==> src/rtl/hp_slot_pkg.sv <==
package hp_slot_pkg;
  localparam int REG_W = 16;
  // status bit positions
  localparam int ST_BTN  = 0;
  localparam int ST_PCHG = 3;
  localparam int ST_CDON = 4;
  localparam int ST_PRES = 6;
  localparam int ST_LOCK = 7;
  // control bit positions
  localparam int CT_HPIE = 5;
  localparam int CT_LCTL = 11;
  localparam logic [REG_W-1:0] EVT_MASK  = 16'h0019;
  localparam logic [REG_W-1:0] CTL_WMASK = 16'h03F9;
  localparam logic [REG_W-1:0] CTL_RST   = 16'h03C0;
endpackage

==> src/rtl/hp_slot_regs.sv <==
module hp_slot_regs
  import hp_slot_pkg::*;
(
  input  logic             clk,
  input  logic             rst_n,
  input  logic             ctl_wr,
  input  logic [REG_W-1:0] ctl_wdata,
  input  logic             sts_wr,
  input  logic [REG_W-1:0] sts_wdata,
  input  logic             plug_req,
  input  logic             unplug_req,
  input  logic             cold_plug,
  input  logic             btn_press,
  output logic [REG_W-1:0] ctl_q,
  output logic [REG_W-1:0] sts_q,
  output logic             eval_q,
  output logic             clr_q,
  output logic             busy_q
);
  logic [REG_W-1:0] ctl_n, sts_n, sts_cleared, evt_set;
  logic             refused, accept_plug, accept_unplug;

  assign refused       = (plug_req | unplug_req) & sts_q[ST_LOCK];
  assign accept_plug   = plug_req & ~sts_q[ST_LOCK];
  assign accept_unplug = unplug_req & ~plug_req & ~sts_q[ST_LOCK];

  always_comb begin
    ctl_n       = ctl_q;
    sts_cleared = sts_q;
    if (sts_wr) sts_cleared = sts_q & ~(sts_wdata & EVT_MASK);
    sts_n   = sts_cleared;
    evt_set = '0;
    if (ctl_wr) begin
      ctl_n            = ctl_wdata & CTL_WMASK;
      evt_set[ST_CDON] = 1'b1;
      if (ctl_wdata[CT_LCTL]) sts_n[ST_LOCK] = ~sts_q[ST_LOCK];
    end
    if (cold_plug) begin
      sts_n[ST_PRES] = 1'b1;
    end else if (accept_plug) begin
      sts_n[ST_PRES]   = 1'b1;
      evt_set[ST_PCHG] = 1'b1;
    end else if (accept_unplug) begin
      sts_n[ST_PRES]   = 1'b0;
      evt_set[ST_PCHG] = 1'b1;
    end
    if (btn_press) evt_set[ST_BTN] = 1'b1;
    sts_n = sts_n | evt_set;
  end

  always_ff @(posedge clk or negedge rst_n) begin
    if (!rst_n) begin
      ctl_q  <= CTL_RST;
      sts_q  <= '0;
      eval_q <= 1'b0;
      clr_q  <= 1'b0;
      busy_q <= 1'b0;
    end else begin
      ctl_q  <= ctl_n;
      sts_q  <= sts_n;
      eval_q <= ctl_wr | (|(evt_set & ~sts_cleared));
      clr_q  <= sts_wr;
      busy_q <= refused;
    end
  end


  cdone_set_chk: assert property (@(posedge clk) disable iff (!rst_n)
    ctl_wr |=> sts_q[ST_CDON]);

  lock_toggle_chk: assert property (@(posedge clk) disable iff (!rst_n)
    (ctl_wr && ctl_wdata[CT_LCTL]) |=> (sts_q[ST_LOCK] != $past(sts_q[ST_LOCK])));

  busy_cause_chk: assert property (@(posedge clk) disable iff (!rst_n)
    busy_q |-> $past(sts_q[ST_LOCK] && (plug_req || unplug_req)));

  cold_pres_chk: assert property (@(posedge clk) disable iff (!rst_n)
    (cold_plug && !ctl_wr) |=> (sts_q[ST_PRES] && $stable(sts_q[ST_LOCK])));
endmodule

==> src/rtl/hp_slot_notify.sv <==
module hp_slot_notify
  import hp_slot_pkg::*;
#(
  parameter int VEC_W = 5
) (
  input  logic             clk,
  input  logic             rst_n,
  input  logic [REG_W-1:0] ctl_q,
  input  logic [REG_W-1:0] sts_q,
  input  logic             eval_q,
  input  logic             clr_q,
  input  logic             msix_en,
  input  logic             msi_en,
  input  logic [VEC_W-1:0] msg_num,
  output logic             msg_req,
  output logic [VEC_W-1:0] msg_vec,
  output logic             msg_is_msix,
  output logic             intx
);
  logic cond, msg_mode;
  logic notified_q, notified_n, intx_n, req_n;

  assign cond     = ctl_q[CT_HPIE] & (|(sts_q & ctl_q & EVT_MASK));
  assign msg_mode = msix_en | msi_en;

  always_comb begin
    notified_n = notified_q;
    intx_n     = intx;
    req_n      = 1'b0;
    if (eval_q) begin
      if (cond != notified_q) begin
        notified_n = cond;
        if (msg_mode) req_n  = 1'b1;
        else          intx_n = cond;
      end
    end else if (clr_q) begin
      notified_n = cond;
      if (!msg_mode && !cond) intx_n = 1'b0;
    end
  end

  always_ff @(posedge clk or negedge rst_n) begin
    if (!rst_n) begin
      notified_q  <= 1'b0;
      intx        <= 1'b0;
      msg_req     <= 1'b0;
      msg_vec     <= '0;
      msg_is_msix <= 1'b0;
    end else begin
      notified_q <= notified_n;
      intx       <= intx_n;
      msg_req    <= req_n;
      if (req_n) begin
        msg_vec     <= msg_num;
        msg_is_msix <= msix_en;
      end
    end
  end


  msg_mode_chk: assert property (@(posedge clk) disable iff (!rst_n)
    msg_req |-> $past(msix_en || msi_en));

  intx_mode_chk: assert property (@(posedge clk) disable iff (!rst_n)
    $rose(intx) |-> $past(!(msix_en || msi_en) && eval_q));

  msix_first_chk: assert property (@(posedge clk) disable iff (!rst_n)
    (msg_req && msg_is_msix) |-> $past(msix_en));
endmodule

==> src/rtl/hp_slot_ctl.sv <==
module hp_slot_ctl
  import hp_slot_pkg::*;
#(
  parameter int VEC_W = 5
) (
  input  logic             clk,
  input  logic             rst_n,
  input  logic             ctl_wr,
  input  logic [REG_W-1:0] ctl_wdata,
  input  logic             sts_wr,
  input  logic [REG_W-1:0] sts_wdata,
  input  logic             plug_req,
  input  logic             unplug_req,
  input  logic             cold_plug,
  input  logic             btn_press,
  input  logic             msix_en,
  input  logic             msi_en,
  input  logic [VEC_W-1:0] msg_num,
  output logic [REG_W-1:0] ctl_rd,
  output logic [REG_W-1:0] sts_rd,
  output logic             busy,
  output logic             msg_req,
  output logic [VEC_W-1:0] msg_vec,
  output logic             msg_is_msix,
  output logic             intx
);
  logic [REG_W-1:0] ctl_q, sts_q;
  logic             eval_q, clr_q;

  hp_slot_regs u_regs (
    .clk(clk), .rst_n(rst_n),
    .ctl_wr(ctl_wr), .ctl_wdata(ctl_wdata),
    .sts_wr(sts_wr), .sts_wdata(sts_wdata),
    .plug_req(plug_req), .unplug_req(unplug_req),
    .cold_plug(cold_plug), .btn_press(btn_press),
    .ctl_q(ctl_q), .sts_q(sts_q),
    .eval_q(eval_q), .clr_q(clr_q), .busy_q(busy)
  );

  hp_slot_notify #(.VEC_W(VEC_W)) u_notify (
    .clk(clk), .rst_n(rst_n),
    .ctl_q(ctl_q), .sts_q(sts_q),
    .eval_q(eval_q), .clr_q(clr_q),
    .msix_en(msix_en), .msi_en(msi_en), .msg_num(msg_num),
    .msg_req(msg_req), .msg_vec(msg_vec),
    .msg_is_msix(msg_is_msix), .intx(intx)
  );

  assign ctl_rd = ctl_q;
  assign sts_rd = sts_q;
endmodule

==> config.mk <==
export PLATFORM = sky130hd
export DESIGN_NAME = hp_slot_ctl
export DESIGN_NICKNAME = d
export VERILOG_FILES = /design/src/rtl/hp_slot_pkg.sv /design/src/rtl/hp_slot_regs.sv /design/src/rtl/hp_slot_notify.sv /design/src/rtl/hp_slot_ctl.sv
export SDC_FILE = /design/constraint.sdc
export NUM_CORES = 1
export LEC_CHECK = 0
export BUFFER_PORTS_ARGS = -buffer_cell sky130_fd_sc_hd__buf_2
export CAP_MARGIN = 20
export CORE_ASPECT_RATIO = 1.75
export CORE_MARGIN = 3
export CORE_UTILIZATION = 35
export DETAILED_ROUTE_END_ITERATION = 7
export PLACE_DENSITY = 0.83
export SLEW_MARGIN = 20
export SYNTH_ARGS = -nofsm -noshare
export SYNTH_HDL_FRONTEND = slang
export SYNTH_SLANG_ARGS = --single-unit
==> constraint.sdc <==
create_clock -name clk -period 1.5 [get_ports clk]
set_input_delay 0.3 -clock clk [delete_from_list [all_inputs] [get_ports clk]]
set_output_delay 0.3 -clock clk [all_outputs]
set_load 0.02 [all_outputs]
Word-level counts from Yosys, hierarchy flattened
Index checks and enable logic that the tools add are counted.
Widths: inputs -> output; s select.
{ "classes": {"n_eq_ne": 3, "n_mux": 22, "n_bitwise": 16, "n_reduce_logical": 9} }
{ "ops": {"columns": ["op", "n"], "rows": [
  ["$mux 1", 21],
  ["$and 16x16->16", 1],
  ["$and 5x16->16", 1],
  ["$mux 16", 1],
  ["$not 16->16", 1],
  ["$not 5->16", 1],
  ["$or 16x5->16", 1],
  ["$reduce_or 16->1", 1],
  ["$and 1x1->1", 5],
  ["$and 5x5->5", 1],
  ["$reduce_and 4->1", 1],
  ["$reduce_bool 2->1", 2],
  ["$or 1x1->1", 3],
  ["$reduce_or 3->1", 1],
  ["$logic_not 1->1", 2],
  ["$ne 2x1->1 const B", 1],
  ["$ne 2x2->1 const B", 1],
  ["$not 1->1", 2],
  ["$reduce_and 2->1", 1],
  ["$logic_and 1x1->1", 1],
  ["$ne 1x1->1", 1]
]} }
{ "word_totals": {"ff_bits": 36, "in_bits": 47, "elab_cells": 60} }

Depth between registers and ports, before layout
{ "logic_depth": {"depth_word": 9, "ltp_mapped": 4, "mapped_depth_nobuf": 4} }

Hierarchy
From an unflattened synthesis, not the netlist that was laid out.
{ "unflattened": {"cells_unflattened": 97, "hier_area_um2": 1177.4} }
{ "modules_own_cells": {"columns": ["mod", "instances", "cells_each", "area_per_inst_um2", "seq_area_each_um2"], "rows": [
  ["hp_slot_regs", 1, 62, 762.0, 405.4],
  ["hp_slot_notify", 1, 35, 415.4, 225.2]
]} }

Least setup slack after synthesis
Ideal clock, no wire load.
{ "synth_path": {"kind": "flip-flop to flip-flop", "from": "reg u_regs.sts_q[4]", "to": "reg u_notify.msg_vec[0]", "setup_ps": 125, "t_arrival_ps": 1686, "required_ps": 1375, "slack_ps": -310, "path_stages_with_launch": 5, "n_path_buf": 0, "synth_period_minus_slack_ps": 1810, "path_cell_list": "dfrtp_1 a222oi_1 or3_2 a21oi_4 mux2_2"} }
{ "synth_between": {"elab_chain_len": 6} }
{ "synth_rtl": {"columns": ["item", "line", "text"], "rows": [
  ["from (decl)", "hp_slot_regs.sv:15", "output logic [REG_W-1:0] sts_q,"],
  ["from (signal assigned)", "hp_slot_regs.sv:60", "sts_q <= sts_n;"],
  ["$and 5x5->5", "hp_slot_notify.sv:23", "assign cond = ctl_q[CT_HPIE] & (|(sts_q & ctl_q & EVT_MASK));"],
  ["$reduce_or 3->1", "hp_slot_notify.sv:23", null],
  ["$and 1x1->1", "hp_slot_notify.sv:23", null],
  ["$ne 1x1->1", "hp_slot_notify.sv:31", "if (cond != notified_q) begin"],
  ["$mux 1", "hp_slot_notify.sv:31", null],
  ["$mux 1", "hp_slot_notify.sv:30", "if (eval_q) begin"],
  ["net u_notify.req_n", "hp_slot_notify.sv:21", "logic notified_q, notified_n, intx_n, req_n;"],
  ["to (signal assigned)", "hp_slot_notify.sv:54", "msg_vec <= msg_num;"],
  ["to (decl)", "hp_slot_notify.sv:16", "output logic [VEC_W-1:0] msg_vec,"]
]} }
The timed path passes the listed nets, and every way through them passes these cells.
A chain may end at the register's enable or synchronous reset.

Worst setup path in the final report
{ "layout_path": {"from": "reg u_regs.ctl_q[4]", "to": "reg u_notify.msg_vec[0]"} }
{ "layout_between": {"elab_chain_len": 6} }
{ "layout_rtl": {"columns": ["item", "line", "text"], "rows": [
  ["from (decl)", "hp_slot_regs.sv:14", "output logic [REG_W-1:0] ctl_q,"],
  ["from (signal assigned)", "hp_slot_regs.sv:59", "ctl_q <= ctl_n;"],
  ["$and 5x5->5", "hp_slot_notify.sv:23", null],
  ["$reduce_or 3->1", "hp_slot_notify.sv:23", null],
  ["$and 1x1->1", "hp_slot_notify.sv:23", null],
  ["$ne 1x1->1", "hp_slot_notify.sv:31", null],
  ["$mux 1", "hp_slot_notify.sv:31", null],
  ["$mux 1", "hp_slot_notify.sv:30", null],
  ["net u_notify.req_n", "hp_slot_notify.sv:21", null]
]} }
The timed path passes the listed nets, and every way through them passes these cells.

==> metrics.txt <==
run status=finished, violations left; failing checks=negative setup slack; critical path peak fanout=6; total track usage=between 10% and 20%; Critical Path Start Type=flip-flop; via count=862; 1st-iter DRT viols=3; RSZ-0062 raised after global routing=yes; Fillers=between 200 and 300; Slew HR=approximately 65%; WL final=about 2300 um; first-pass GRT wire length=3690 um; Slew Limit Fails=0; gpl congestion=between 0.6 and 0.7; Util after Layout=about half; clk slew on worst S/H paths=0.08 ns; Synth Warn #=0; die span in y=approximately 80 um; max_cap viols=0; CP endpoint kind=flip-flop; most frequent cells in the layout=buf_2 (48), conb_1 (19), dfrtp_1 (14), buf_4 (12), nand2_1 (11); initial core utilization=roughly 38%; Top FF cell, synth=dfrtp_1; TritonCTS buffer count=3; final hold vios=0; Final Skew=around 0.003 ns; arrival time worst endpoint=about 1.9 ns; # setup viols final=6; drt pass-1 iters=4; Post-synth ARST share=100%; Remaining DRCs=0; PwrDens=~1400 nW/um^2; Hold WC Path Type=in -> async; register bit total from synthesis=25; Synth cell types=23; EDFF count, synth=0; Setup Crit Path Kind=reg -> reg; Post-Syn Area=1140 um^2; maximum vdd drop=813 uV; total grt overflow=0; P_leak=a little under 0.8 nW; setup TNS=-1.20 ns; ANT nets after route=0; post-synthesis cell count=95; Cell Rows=26; vias in the first global route=~840; layout cell share with drive strength beyond 1=60.1%; Vias/cell=4.31; Final Critical Period=1.72 ns; largest net degree at the start of global routing=26; Worst-Margin Slew=between 0.5 and 0.6 ns; # clock sinks=25; syn_area_per_cell=between 10 and 15 um^2; I/O Pins=88; Crit path required time=approximately 1.7 ns; die area=~4000 um^2; DR WL/cell=approximately 12 um; area grow syn2layout=35.7%; Layout Nets=about 200; I/O Buffers=48; H-tree Lvls=1; worst skew pair latency=0.26 ns; Tcrit/Tclk final=115%; CTS max path bufs=2; Final WS setup=-0.220 ns; ant diodes=0; Post-DP HPWL=1850 um; sequential area share after synthesis=55.1%; DP Worst Slack=-0.412 ns; CTS tree=yes; core area=between 3000 and 4000 um^2; clock tree root buffer cell=clkbuf_8; initial antenna violation count=0; most common cell after layout, fill and taps aside=buf_2; f_max=just under 600 MHz; Die X=between 40 and 50 um
final timing paths:
| path | from | end | slack, ns | cells past startpoint |
|---|---|---|---|---|
| min in group clk | sts_wr | u_regs.clr_q | 0.19 | 1 |
| hold / removal | rst_n | u_regs.eval_q | 0.01 | 1 |
| setup / recovery | u_regs.ctl_q[4] | u_notify.msg_vec[0] | -0.22 | 5 |
| max in group asynchronous | rst_n | u_regs.sts_q[3] | 1.11 | 1 |
| hold reg to reg | u_notify.msg_is_msix | u_notify.msg_is_msix | 0.51 | 1 |
| setup reg to reg | u_regs.ctl_q[4] | u_notify.msg_vec[0] | -0.22 | 5 |
cell usage after synthesis, types with 2 or more instances:
library cell | number | area share [%]
a21o_2 | 2 | 1.5
inv_1 | 2 | 0.66
buf_4 | 19 | 12
dfrtp_1 | 21 | 46
dfstp_2 | 4 | 9.2
a221o_1 | 2 | 1.8
nor2_1 | 4 | 1.3
nand2_1 | 11 | 3.6
nand2b_1 | 2 | 1.1
mux2_2 | 13 | 13
o21ai_0 | 3 | 1.3
critical path, cell delays in order (launching register included):
cell,delay (ns)
dfrtp_2,0.37
a222oi_1,0.09
buf_4,0.16
or3_4,0.36
a21oi_4,0.29
mux2_4,0.33
metrics by stage:
step | area [um^2] | power, mW | instances | hold WS [ns]
2_1_floorplan | 1220 | 1.49 | 113 | 0.00441
3_3_place_gp | 1430 | 1.74 | 191 | 0.319
6_report | 1550 | 2.23 | 200 | 0.00957
5_1_grt | 1550 | 2.37 | 200 | 0.0506
4_1_cts | 1530 | 2.24 | 198 | 0.0243
3_5_place_dp | 1430 | 1.77 | 191 | 0.317
routing by layer:
| layer | track usage (%) | share of wire (%) |
|---|---|---|
| met1 | 12.5 | 35 |
| met2 | 22.7 | 57 |
| met3 | 2.00 | 6.7 |
| met4 | 5.13 | 1.0 |
| met5 | 0 | 0 |
kinds of logic after synthesis:
group                  count (synthesis)  share of synthesized area (%)
AND/OR/NAND/NOR                       21                           8.21
flip-flops                            25                           55.1
buffers and inverters                 22                           13.5
AO/OA/AOI/OAI                         12                           9.30
other                                  1                          0.328
multiplexers                          13                           12.8
XOR/XNOR                               1                          0.766
area by class of cell:
type,count,area [um^2],area share [%]
flip-flops and latches,25,639,41.2
multi-input cells,66,464,29.9
repair buffers,61,342,22.0
well taps,42,52.6,3.39
clock buffers,3,41.3,2.66
inverters,2,7.51,0.484
clock inverters,1,5.00,0.323
registers in the layout, indices dropped and copies added, names as in the netlist:
name                  flops
u_regs.ctl_q              8
u_notify.msg_vec          5
u_regs.sts_q              5
u_notify.intx             1
u_notify.msg_is_msix      1
u_notify.msg_req          1
u_notify.notified_q       1
u_regs.busy_q             1
u_regs.clr_q              1
u_regs.eval_q             1
power breakdown:
group,internal (mW),total [mW],switching [mW]
sequential,0.858,0.958,0.101
clock,0.185,0.384,0.199
combinational,0.398,0.890,0.492
timing repair:
| item | 4_1_cts | 5_1_grt |
|---|---|---|
| setup endpoints to repair | 9 | 8 |
| gates resized for setup | 7 | 2 |
| setup buffers | 3 | 2 |
| hold buffers | 0 | 0 |
| pin swaps | 4 | 5 |
Note: power is estimated with default switching activity, not from simulation.
